## src/rtl/pdet_pkg.sv

```systemverilog
package pdet_pkg;
  // strobes from control to datapath, all qualified by bitTick
  typedef struct packed {
    logic bitClose;   // last sample of a bit period
    logic pairClose;  // last sample of the second bit of a 1,0 pair
    logic winEnd;     // last sample of the window
  } pdetStrb_t;
endpackage

```

## src/rtl/pdet_dp.sv

```systemverilog
module pdet_dp
  import pdet_pkg::*;
#(
  parameter int CNT_W = 4,
  parameter int WIN_W = 9,
  parameter int THR_W = 3
) (
  input  logic             clk,
  input  logic             rstN,
  input  logic             rxData,
  input  logic [THR_W-1:0] thrSel,
  input  logic [WIN_W-1:0] winCycles,
  input  pdetStrb_t        strb,
  output logic             pairGood,
  output logic             winHit,
  output logic             errOk,
  output logic             rateErr,
  output logic [CNT_W-1:0] errCount
);
  localparam logic [CNT_W-1:0] CNT_MAX = {CNT_W{1'b1}};
  localparam int WIN_X = WIN_W + 1;

  logic             prevRx;
  logic [1:0]       edgeCnt;
  logic [1:0]       edgeTot;
  logic             riseSeen, fallSeen;
  logic [WIN_W-1:0] cycCnt;
  logic [CNT_W-1:0] errCnt, errNext, thrVal;
  logic             edgeNow, riseNow, fallNow, bitErr;

  assign edgeNow = rxData ^ prevRx;
  assign riseNow = rxData & ~prevRx;
  assign fallNow = ~rxData & prevRx;

  always_comb begin
    if (edgeCnt == 2'd2) edgeTot = 2'd2;
    else                 edgeTot = edgeCnt + {1'b0, edgeNow};
  end

  assign bitErr   = strb.bitClose && (edgeTot == 2'd2);
  assign errNext  = (errCnt == CNT_MAX) ? errCnt : errCnt + CNT_W'(bitErr);
  assign thrVal   = CNT_W'(thrSel) + CNT_W'(1);
  assign errOk    = (errNext <= thrVal);
  assign rateErr  = (errCnt > thrVal);
  assign errCount = errCnt;
  assign pairGood = (riseSeen | riseNow) & (fallSeen | fallNow);
  assign winHit   = (WIN_X'(cycCnt) + WIN_X'(1)) == WIN_X'(winCycles);

  always_ff @(posedge clk) begin
    if (!rstN) begin
      prevRx   <= 1'b0;
      edgeCnt  <= '0;
      riseSeen <= 1'b0;
      fallSeen <= 1'b0;
      cycCnt   <= '0;
      errCnt   <= '0;
    end else begin
      prevRx  <= rxData;
      edgeCnt <= strb.bitClose ? 2'd0 : edgeTot;
      if (strb.pairClose) begin
        riseSeen <= 1'b0;
        fallSeen <= 1'b0;
      end else begin
        riseSeen <= riseSeen | riseNow;
        fallSeen <= fallSeen | fallNow;
      end
      if (strb.winEnd)         cycCnt <= '0;
      else if (strb.pairClose) cycCnt <= cycCnt + WIN_W'(1);
      if (strb.winEnd)         errCnt <= '0;
      else if (strb.bitClose)  errCnt <= errNext;
    end
  end
endmodule

```

## src/rtl/pdet_ctl.sv

```systemverilog
module pdet_ctl
  import pdet_pkg::*;
(
  input  logic      clk,
  input  logic      rstN,
  input  logic      bitTick,
  input  logic      pairGood,
  input  logic      winHit,
  input  logic      errOk,
  output pdetStrb_t strb,
  output logic      preambleDet
);
  logic phase;    // 0: first bit of a pair, 1: second bit
  logic allGood;  // every closed pair of this window passed

  always_comb begin
    strb.bitClose  = bitTick;
    strb.pairClose = bitTick & phase;
    strb.winEnd    = bitTick & phase & winHit;
  end

  always_ff @(posedge clk) begin
    if (!rstN) begin
      phase       <= 1'b0;
      allGood     <= 1'b1;
      preambleDet <= 1'b0;
    end else begin
      if (bitTick) phase <= ~phase;
      if (strb.winEnd)         allGood <= 1'b1;
      else if (strb.pairClose) allGood <= allGood & pairGood;
      preambleDet <= strb.winEnd & allGood & pairGood & errOk;
    end
  end
endmodule

```

## src/rtl/preamble_detect.sv

```systemverilog
module preamble_detect
  import pdet_pkg::*;
#(
  parameter int CNT_W = 4,
  parameter int WIN_W = 9,
  parameter int THR_W = 3
) (
  input  logic             clk,
  input  logic             rstN,
  input  logic             rxData,
  input  logic             bitTick,
  input  logic [THR_W-1:0] thrSel,
  input  logic [WIN_W-1:0] winCycles,
  output logic             preambleDet,
  output logic             rateErr,
  output logic [CNT_W-1:0] errCount
);
  pdetStrb_t strb;
  logic      pairGood, winHit, errOk;

  pdet_ctl u_ctl (
    .clk(clk), .rstN(rstN), .bitTick(bitTick), .pairGood(pairGood),
    .winHit(winHit), .errOk(errOk), .strb(strb), .preambleDet(preambleDet)
  );

  pdet_dp #(.CNT_W(CNT_W), .WIN_W(WIN_W), .THR_W(THR_W)) u_dp (
    .clk(clk), .rstN(rstN), .rxData(rxData), .thrSel(thrSel),
    .winCycles(winCycles), .strb(strb), .pairGood(pairGood),
    .winHit(winHit), .errOk(errOk), .rateErr(rateErr), .errCount(errCount)
  );
endmodule

```

## config.mk

```make
export PLATFORM = sky130hd
export DESIGN_NAME = preamble_detect
export DESIGN_NICKNAME = d
export VERILOG_FILES = /design/src/rtl/pdet_pkg.sv /design/src/rtl/pdet_dp.sv /design/src/rtl/pdet_ctl.sv /design/src/rtl/preamble_detect.sv
export SDC_FILE = /design/constraint.sdc
export NUM_CORES = 1
export LEC_CHECK = 0
export ABC_AREA = 1
export BUFFER_PORTS_ARGS = -buffer_cell sky130_fd_sc_hd__buf_2
export CAP_MARGIN = 20
export CELL_PAD_IN_SITES_DETAIL_PLACEMENT = 1
export CELL_PAD_IN_SITES_GLOBAL_PLACEMENT = 1
export CORE_UTILIZATION = 40
export DETAILED_ROUTE_END_ITERATION = 7
export PLACE_DENSITY_LB_ADDON = 0.05
export SYNTH_ARGS = -nofsm -noshare
export SYNTH_HDL_FRONTEND = slang
export SYNTH_SLANG_ARGS = --single-unit
```

## constraint.sdc

```tcl
create_clock -name clk -period 8.55 [get_ports clk]
set_clock_uncertainty 0.2 [all_clocks]
set_input_delay 1.71 -clock clk [delete_from_list [all_inputs] [get_ports clk]]
set_output_delay 1.71 -clock clk [all_outputs]
set_load 0.05 [all_outputs]
```

==> results by group <==
Clock network
  • Clock Latency Late Sink: 310 ps
  • TritonCTS Buffers: 3
  • Clk buf depth: 2
  • Number of cells upsized or downsized after cts: 0
  • Number of clock sinks seen by CTS: 21
  • Buffer count from post-CTS setup fixing: 0
  • Number of H-tree branching levels: 1
  • Clock transition time at the flip-flop clock pins of the worst setup and hold paths: 120 ps
  • CTS tree: yes
  • Buffer type at the clock tree root: sky130_fd_sc_hd__clkbuf_4
  • Hold-fix buffers, CTS: 0

Yosys
  • Adder and majority cell fraction of the synthesized area: 12.8%
  • Synthesized area: 1470 um^2
  • Main combinational cell family by area after synthesis: simple AND/OR/NAND/NOR gates
  • Largest area contributor in the synthesized netlist: sky130_fd_sc_hd__dfxtp_1
  • Area contributors post-synth: sky130_fd_sc_hd__dfxtp_1, sky130_fd_sc_hd__nand2_1, sky130_fd_sc_hd__ha_1
  • Mean area per synthesized cell: 6.40 um^2
  • Post-synth net total: 260
  • Count of synthesis-stage warnings from yosys: 0
  • Post-synthesis compound-gate area fraction: under 10%
  • Area share of the largest cell type after synthesis: 28.7%
  • Post-Syn Instances: about 230
  • Multiplexer share of the synthesized area: 0%
  • Basic-gate share of the synthesized area counting and, or, nand and nor cells: around 38%
  • Xor/xnor cell area share of the yosys netlist: 2.39%
  • Proportion of synthesized chip area in sequential cells: 28.7%
  • Number of distinct library cell variants in the gate-level netlist after synthesis: 24
  • Flip-flop and latch count after synthesis: 21

Route
  • Final routed wire length divided by cell count: 11.6 um
  • Vias: roughly 1500
  • Antenna Nets Post-Route: 0
  • Starting DRC count in detailed routing: 52
  • Drt pass-1 iters: 4
  • Post-Route WL: 3.44 mm
  • DRC Markers: 0
  • Ratio of routed vias to standard cells: ~5

Min path
  • Tightest Hold Check Type: flop to flop

Critical path
  • Kind of start point of the critical path: input port
  • Crit path cell chain: buf_2 > ha_1 > xnor2_1 > ha_1 > nand2_1 > inv_1 > a32oi_1 > buf_2
  • Arrival time of data at the critical path endpoint: ~3000 ps
  • Delay of the slowest cell on the worst path: 290 ps
  • Kind of end point of the critical path: output pin
  • Required time of the critical path: 6640 ps
  • Combined buffer and inverter count along the critical path: 3
  • Largest delay share family, worst path: adder cells
  • Cell with the biggest individual delay on the critical path: sky130_fd_sc_hd__buf_2
  • Classification of the worst setup path: input port to output pin
  • CP max FO: 3

Floorplanning
  • Die Width: 62.5 um
  • Chip Height: 62.5 um
  • Total I/O pin count: 22
  • Placeable Area: 3420 um^2
  • Area enclosed by the die boundary: between 3000 and 4000 um^2
  • Starting utilization of the core area: 42.9%
  • Standard-cell row count: 21

Placement
  • Number of buffers added on ports: 21
  • GPL Wtd Cong: approximately 0.76
  • Standard cell area after detailed placement: 1610 um^2
  • DP HPWL: 2.83 mm

Timing
  • Relative slew slack: between 70% and 80%
  • Setup repair after global routing missed its margin: no
  • Ratio of final minimum period to clock period: 58.5%
  • Finish-stage setup viols: 0
  • Final max-slew violation count: 0
  • Transition at the pin with the smallest max-transition slack: 310 ps
  • Post-route minimum period: around 5000 ps
  • Final Hold Violating Endpoints: 0
  • Setup TNS: 0 ps
  • Peak Freq: 0.200 GHz

Global route
  • Number of antenna violations at the first check in global routing: 0
  • Total grt overflow: 0
  • Total track usage: 20.3%
  • Wire length of the first global-routing pass: 6.47 mm
  • Vias in the first global route: ~1500
  • Maximum number of pins on one net before global-route repair: 14

Flow run
  • Maximum capacitance violations: 0

Pwr
  • Maximum resistive drop on vdd: 0.0000885 V
  • Total power per unit cell area: 132 nW/um^2
  • Leakage Power: 0.882 nW

Final layout
  • Antenna fix cells: 0
  • Final standard cell area without fillers: approximately 1600 um^2
  • Filler cells: 484
  • Share of layout cells above drive strength 1: around an eighth
  • Net total in the final layout: between 200 and 300
  • Layout-stage area growth over the synthesis result: 11.9%

Outcome
  • Status: finished, final reports clean
-- area by class of cell --
cell class	count	area (um^2)	area share (%)
Clock buffer	3	22.5	1.37
Clock inverter	1	7.51	0.458
Inverter	36	135	8.24
Multi-Input combinational cell	169	892	54.4
Sequential cell	21	420	25.6
Tap cell	46	57.6	3.51
Timing Repair Buffer	21	105	6.41
-- cells in the final DEF, fill, tap and decap left out, types with 2 or more instances in the layout --
cell,count
sky130_fd_sc_hd__a21oi_1,4
sky130_fd_sc_hd__buf_2,21
sky130_fd_sc_hd__clkbuf_4,3
sky130_fd_sc_hd__dfxtp_1,21
sky130_fd_sc_hd__ha_1,15
sky130_fd_sc_hd__inv_1,35
sky130_fd_sc_hd__nand2_1,63
sky130_fd_sc_hd__nand2_2,2
sky130_fd_sc_hd__nand3_1,20
sky130_fd_sc_hd__nand3b_1,5
sky130_fd_sc_hd__nor2_1,31
sky130_fd_sc_hd__nor2_2,2
sky130_fd_sc_hd__o21ai_0,14
sky130_fd_sc_hd__or2_2,2
sky130_fd_sc_hd__xnor2_1,2
sky130_fd_sc_hd__xor2_1,2
-- worst min-delay path, cell delays in order, from the launching register on --
cell	delay, ps
sky130_fd_sc_hd__dfxtp_1	330
sky130_fd_sc_hd__nand3_1	70
sky130_fd_sc_hd__nor2_1	30
-- power by group --
group	total, mW	switching (mW)	internal (mW)
Clock	0.0508	0.0330	0.0178
Combinational	0.0566	0.0356	0.0210
Sequential	0.110	0.00614	0.104
Total	0.217	0.0747	0.143
-- path summary, 6_finish.rpt --
kind                            cells after the start                end  slack, ps     startpoint
worst min register to register                      2  u_ctl.preambleDet        270  u_ctl.allGood
worst max-delay path                                8            rateErr       3550      thrSel[0]
worst min-delay path                                2  u_ctl.preambleDet        270  u_ctl.allGood
worst max register to register                     19  u_ctl.preambleDet       5480    u_dp.prevRx
-- Yosys cell counts --
library cell / n
sky130_fd_sc_hd__nand4_1: 1
sky130_fd_sc_hd__o21ai_0: 14
sky130_fd_sc_hd__ha_1: 15
sky130_fd_sc_hd__a32oi_1: 1
sky130_fd_sc_hd__nand3_1: 20
sky130_fd_sc_hd__nor2_2: 2
sky130_fd_sc_hd__nand2_2: 2
sky130_fd_sc_hd__clkbuf_1: 2
sky130_fd_sc_hd__xor2_1: 2
sky130_fd_sc_hd__inv_1: 35
sky130_fd_sc_hd__buf_6: 1
sky130_fd_sc_hd__nand2_1: 63
sky130_fd_sc_hd__nand3b_1: 5
sky130_fd_sc_hd__a21oi_1: 4
sky130_fd_sc_hd__or2_2: 2
sky130_fd_sc_hd__nand3_2: 1
sky130_fd_sc_hd__nor3_1: 1
sky130_fd_sc_hd__xnor2_1: 2
sky130_fd_sc_hd__or3_1: 1
sky130_fd_sc_hd__a32o_1: 1
sky130_fd_sc_hd__dfxtp_1: 21
sky130_fd_sc_hd__nor2_1: 31
sky130_fd_sc_hd__inv_2: 1
sky130_fd_sc_hd__o21ai_1: 1
-- layer usage --
layer	GRT usage [%]	part of all wire, %
met1	26.1	50
met2	36.1	48
met3	2.74	1.7
met4	3.78	0.67
met5	0	0
-- registers in the layout, indices dropped and copies added, names as in the netlist --
name               count
u_dp.fallSeen          1
u_dp.errCount          4
u_dp.riseSeen          1
u_dp.cycCnt            9
u_dp.prevRx            1
u_ctl.allGood          1
u_ctl.preambleDet      1
u_ctl.phase            1
u_dp.edgeCnt           2
-- through the flow --
step                      hold WS (ps)  worst slack [ps]  utilization, %  std cells  total power [mW]
after floorplan                    232              3350               -        229             0.153
after global placement             246              3620            47.1        293             0.167
after detailed placement           254              3540            47.1        293             0.169
after CTS                          273              3530            48.0        297             0.221
after global routing               292              3450            48.0        297             0.233
final                              267              3550            48.0        297             0.217
-- logic make-up after synthesis --
| logic type | Yosys count |
|---|---|
| AND/OR/NAND/NOR | 129 |
| buffers and inverters | 39 |
| AO/OA/AOI/OAI | 21 |
| flip-flops | 21 |
| adder cells (fa/ha/maj) | 15 |
| XOR/XNOR | 4 |
Power figures use the tool's default switching activity.
